[config.mk]
export PLATFORM = sky130hd
export DESIGN_NAME = irq_agg_top
export DESIGN_NICKNAME = d
export VERILOG_FILES = /design/src/rtl/irq_agg_pkg.sv /design/src/rtl/irq_agg_sync.sv /design/src/rtl/irq_agg_tflags.sv /design/src/rtl/irq_agg_top.sv
export SDC_FILE = /design/constraint.sdc
export NUM_CORES = 1
export LEC_CHECK = 0
export BUFFER_PORTS_ARGS = -buffer_cell sky130_fd_sc_hd__buf_2
export CAP_MARGIN = 20
export CORE_ASPECT_RATIO = 0.9
export CORE_MARGIN = 1.5
export CORE_UTILIZATION = 35
export CTS_CLUSTER_SIZE = 24
export DETAILED_ROUTE_END_ITERATION = 10
export SLEW_MARGIN = 20
export SYNTH_ARGS = -nofsm -noshare
export SYNTH_HDL_FRONTEND = slang
export SYNTH_SLANG_ARGS = --single-unit
[constraint.sdc]
create_clock -name clk -period 1.5 [get_ports clk]
set_clock_uncertainty 0.15 [all_clocks]
set_input_delay 0.075 -clock clk [delete_from_list [all_inputs] [get_ports clk]]
set_output_delay 0.075 -clock clk [all_outputs]
set_load 0.05 [all_outputs]
[src/rtl/irq_agg_pkg.sv]
package irq_agg_pkg;

    localparam int GRP_W  = 8;
    localparam int REG_AW = 3;

    typedef enum logic [REG_AW-1:0] {
        RA_L0_STAT = 3'd0,
        RA_L0_MASK = 3'd1,
        RA_L1_STAT = 3'd2,
        RA_L1_MASK = 3'd3,
        RA_MP_STAT = 3'd4,
        RA_MP_MSKA = 3'd5,
        RA_MP_MSKB = 3'd6,  // must stay one word above mask A
        RA_TMR_CLR = 3'd7
    } reg_addr_e;

    typedef struct packed {
        logic [GRP_W-1:0] l0_mask;
        logic [GRP_W-1:0] l1_mask;
        logic [GRP_W-1:0] mp_mska;
        logic [GRP_W-1:0] mp_mskb;
    } mask_state_t;

endpackage

[src/rtl/irq_agg_sync.sv]
module irq_agg_sync #(
    parameter int WIDTH  = 24,
    parameter int STAGES = 2
) (
    input  logic             clk,
    input  logic             rst_n,
    input  logic [WIDTH-1:0] async_i,
    output logic [WIDTH-1:0] sync_o
);
    logic [WIDTH-1:0] stg_q [STAGES];
    logic [WIDTH-1:0] stg_d [STAGES];

    always_comb begin
        stg_d[0] = async_i;
        for (int s = 1; s < STAGES; s++) begin
            stg_d[s] = stg_q[s-1];
        end
    end

    always_ff @(posedge clk or negedge rst_n) begin
        if (!rst_n) begin
            for (int s = 0; s < STAGES; s++) begin
                stg_q[s] <= '0;
            end
        end else begin
            for (int s = 0; s < STAGES; s++) begin
                stg_q[s] <= stg_d[s];
            end
        end
    end

    assign sync_o = stg_q[STAGES-1];
endmodule

[src/rtl/irq_agg_tflags.sv]
module irq_agg_tflags #(
    parameter int N_TMR = 2
) (
    input  logic             clk,
    input  logic             rst_n,
    input  logic [N_TMR-1:0] set_i,
    input  logic [N_TMR-1:0] clr_i,
    output logic [N_TMR-1:0] flag_o
);
    logic [N_TMR-1:0] flag_d, flag_q;

    // set is applied after clear, so a same-cycle pair leaves the flag set
    always_comb begin
        flag_d = (flag_q & ~clr_i) | set_i;
    end

    always_ff @(posedge clk or negedge rst_n) begin
        if (!rst_n) flag_q <= '0;
        else        flag_q <= flag_d;
    end

    assign flag_o = flag_q;
endmodule

[src/rtl/irq_agg_top.sv]
module irq_agg_top
    import irq_agg_pkg::*;
#(
    parameter int DATA_W      = 32,
    parameter int N_TMR       = 2,
    parameter int SYNC_STAGES = 2,
    parameter int CASC0_BIT   = 7,
    parameter int CASC1_BIT   = 3
) (
    input  logic              clk,
    input  logic              rst_n,
    input  logic [GRP_W-1:0]  src_grp0_i,
    input  logic [GRP_W-1:0]  src_grp1_i,
    input  logic [GRP_W-1:0]  src_map_i,
    input  logic [N_TMR-1:0]  tmr_pulse_i,
    input  logic              reg_valid_i,
    input  logic              reg_write_i,
    input  logic [REG_AW-1:0] reg_addr_i,
    input  logic [DATA_W-1:0] reg_wdata_i,
    output logic [DATA_W-1:0] reg_rdata_o,
    output logic [1:0]        cpu_irq_o,
    output logic [N_TMR-1:0]  tmr_irq_o
);
    localparam int SRC_W = 3 * GRP_W;

    logic [SRC_W-1:0] src_sync;
    logic [GRP_W-1:0] g0_raw, g1_raw, mp_raw;
    logic [GRP_W-1:0] l0_stat, l1_stat;
    logic             casc_a, casc_b;
    logic             wr_en, rd_en;
    logic [N_TMR-1:0] tmr_clr;
    mask_state_t      st_d, st_q;
    logic             unused_wdata_hi;

    assign unused_wdata_hi = ^reg_wdata_i[DATA_W-1:GRP_W];

    irq_agg_sync #(.WIDTH(SRC_W), .STAGES(SYNC_STAGES)) sync_i (
        .clk     (clk),
        .rst_n   (rst_n),
        .async_i ({src_map_i, src_grp1_i, src_grp0_i}),
        .sync_o  (src_sync)
    );

    assign g0_raw = src_sync[GRP_W-1:0];
    assign g1_raw = src_sync[2*GRP_W-1:GRP_W];
    assign mp_raw = src_sync[3*GRP_W-1:2*GRP_W];

    // cascade of the filtered mappable group into the local groups
    assign casc_a  = |(mp_raw & st_q.mp_mska);
    assign casc_b  = |(mp_raw & st_q.mp_mskb);
    assign l0_stat = g0_raw | (GRP_W'(casc_a) << CASC0_BIT);
    assign l1_stat = g1_raw | (GRP_W'(casc_b) << CASC1_BIT);

    assign wr_en = reg_valid_i &&  reg_write_i;
    assign rd_en = reg_valid_i && !reg_write_i;

    always_comb begin
        st_d    = st_q;
        tmr_clr = '0;
        if (wr_en) begin
            case (reg_addr_e'(reg_addr_i))
                RA_L0_MASK: st_d.l0_mask = reg_wdata_i[GRP_W-1:0];
                RA_L1_MASK: st_d.l1_mask = reg_wdata_i[GRP_W-1:0];
                RA_MP_MSKA: st_d.mp_mska = reg_wdata_i[GRP_W-1:0];
                RA_MP_MSKB: st_d.mp_mskb = reg_wdata_i[GRP_W-1:0];
                RA_TMR_CLR: tmr_clr      = reg_wdata_i[N_TMR-1:0];
                default:    ;  // status views are read-only
            endcase
        end
    end

    always_ff @(posedge clk or negedge rst_n) begin
        if (!rst_n) st_q <= '0;
        else        st_q <= st_d;
    end

    always_comb begin
        reg_rdata_o = '0;
        if (rd_en) begin
            case (reg_addr_e'(reg_addr_i))
                RA_L0_STAT: reg_rdata_o = DATA_W'(l0_stat);
                RA_L0_MASK: reg_rdata_o = DATA_W'(st_q.l0_mask);
                RA_L1_STAT: reg_rdata_o = DATA_W'(l1_stat);
                RA_L1_MASK: reg_rdata_o = DATA_W'(st_q.l1_mask);
                RA_MP_STAT: reg_rdata_o = DATA_W'(mp_raw);
                RA_MP_MSKA: reg_rdata_o = DATA_W'(st_q.mp_mska);
                RA_MP_MSKB: reg_rdata_o = DATA_W'(st_q.mp_mskb);
                default:    reg_rdata_o = '0;
            endcase
        end
    end

    assign cpu_irq_o[0] = |(l0_stat & st_q.l0_mask);
    assign cpu_irq_o[1] = |(l1_stat & st_q.l1_mask);

    irq_agg_tflags #(.N_TMR(N_TMR)) tflags_i (
        .clk    (clk),
        .rst_n  (rst_n),
        .set_i  (tmr_pulse_i),
        .clr_i  (tmr_clr),
        .flag_o (tmr_irq_o)
    );
endmodule

==> results.ini <==
[worst_setup_path]
worstPathArrival_ps=1990
endpoint_kind=primary output
r2r_start=st_q[28]
worstSetupStartpointType=flop
required_ps=1270
critPathMaxFanout=2
crit_path_start=sync_i.sync_o[20]
path_class=flop to primary output

[synthesis]
synthFlopType=dfrtp_1
ys_seq_area_frac=0.602
syn-cell-area_um2=3410
yosysUniqueCellTypes=41
synth-edff-count=0
syn_area_per_cell_um2=14.1
ys_warn_count=0
synthCells=241
synth_seq_cells=82
async_reset_ff_frac=1.00

[timing]
fin_ws_ps=-714
drv_slew=0
rsz0062_at_grt=yes
finalSetupViolCount=10
max_freq_ghz=0.452
whs_ps=32.0
post-route-min-period_ps=2210
hold_viol=0
post-route-period-util=1.48

[finish]
final_common_cell=dfrtp_1
final_cell_mix=dfrtp_1, buf_4, buf_2
final_cell_area_um2=5010
drive_above_1_share=0.481
antenna_cells=0
fin_cells=517
syn_to_final_growth_pct=47.0
nNetsFinal=455

[pwr]
total_power_w=0.00583
pwr_density_cell_nw_per_um2=1160
leakage_nw=2.27
peakVddDrop_mv=0.537

[clock_network]
cts_sinks=82
h-tree-depth=3
cts_buffers=9
clk_pin_slew_ps=80
clk_latency_ps=340
cts.path.max_buffers=2
cts_tree=yes
cts-root-buf=clkbuf_8

[global_route]
grt_max_degree=35
grt-ovfl-total=0
grt_pass1_vias=2584
antenna_found_initial=0
grt_util_all_layers=0.177
grt_pass1_wl_mm=13.6

[place]
placed_area_um2=4280
pre_cts_slack_ps=-324
place_congestion=0.875
place_inst=465
port_buffers=52
dp_hpwl_mm=6.11

[route]
wl_mm=8.14
vias=2434
drtIter0Drc=103
drc=0
wl_per_cell_um=15.8
ant_nets=0
firstDrtPassIters=5
vias_per_cell=4.71

[floorplanning]
fp.dieArea_um2=10300
die_w_um=107
placeableCoreArea_um2=9290
start_util=0.367
io_pins=101
row_count=33
die_h_um=96.6

[run_status]
violations=setup timing
outcome=complete, but fails checks

[flow_run]
max-cap-violations=0

[hold_path]
worstHoldPathType=input pin to asynchronous set/reset pin

## state kept, by name, indices dropped and copies added (netlist names)
register / cells
sync_i.sync_o: 24
sync_i.stg_d: 24
st_q: 32
tflags_i.flag_o: 2
## cell type report
class	count	area, µm²
well taps	122	153
fillers	820	4280
clock inverters	5	86.3
multi-input cells	149	1360
flip-flops and latches	82	2050
clock buffers	11	141
inverters	1	3.75
repair buffers	147	1210
## repair_timing
item | 4_1_cts | 5_1_grt
gates resized for setup | 38 | 5
endpoints found under the hold margin | 140 | 0
setup endpoints to repair | 10 | 10
pin swaps | 13 | 9
setup buffers | 2 | 2
hold buffers | 35 | 0
## per-stage QoR
stage	util	TNS, ps
6_report	0.539	-4110
5_1_grt	0.539	-4830
4_1_cts	0.538	-4230
3_5_place_dp	0.461	-5370
3_3_place_gp	0.461	-4980
2_1_floorplan	-	-412
## synth_stat cells, drive strengths merged (2+ instances only)
cell type | number | area, µm²
a22o | 2 | 17.5
nor3 | 2 | 32.5
a2bb2oi | 3 | 26.3
a21o | 5 | 37.5
a21oi | 7 | 35.0
nand3 | 5 | 25.0
a222oi | 4 | 40.0
a22oi | 10 | 75.1
mux4 | 3 | 71.3
nand2 | 6 | 25.0
dfrtp | 82 | 2050
a211oi | 5 | 37.5
nor2 | 11 | 56.3
mux2 | 32 | 360
a221oi | 4 | 35.0
nor2b | 3 | 18.8
buf | 32 | 245
mux2i | 8 | 80.1
## per-layer routing
metal / part of all wire / global-route usage / up-vias
li1: - / - / 1134
met1: 0.46 / 0.244 / 1201
met2: 0.48 / 0.275 / 89
met3: 0.043 / 0.0505 / 10
met4: 0.014 / 0.0451 / 0
met5: 0 / 0 / -
## final timing paths
check | end | slack [ps] | depth (start not counted)
max | reg_rdata_o[3] | -710 | 6
min | sync_i.stg_d[23] | 30 | 2
max reg2reg | st_q[28] | 440 | 2
min reg2reg | sync_i.sync_o[1] | 200 | 0
max in group asynchronous | sync_i.sync_o[21] | 650 | 3
min in group clk | tflags_i.flag_o[0] | 200 | 6
## where the power goes
| part | internal [W] | switching, W |
|---|---|---|
| logic | 0.000700 | 0.000688 |
| clock network | 0.000995 | 0.000756 |
| registers | 0.00248 | 0.000215 |
| total | 0.00417 | 0.00166 |
## cells by family after synthesis
group / after synthesis / share of synthesized area
compound gates: 50 / 0.113
buf+inv: 33 / 0.0731
mux: 43 / 0.150
other cells: 1 / 0.00110
flops: 82 / 0.602
simple gates: 32 / 0.0602
## worst max-delay path, cell delays in order (launching register included)
cell and delay [ps]:
dfrtp_1 380, a222oi_1 360, nand3_1 240, a211oi_4 270, buf_4 170, o41ai_4 60
buf_6 160
No activity file was read; power rests on OpenSTA's default activity.
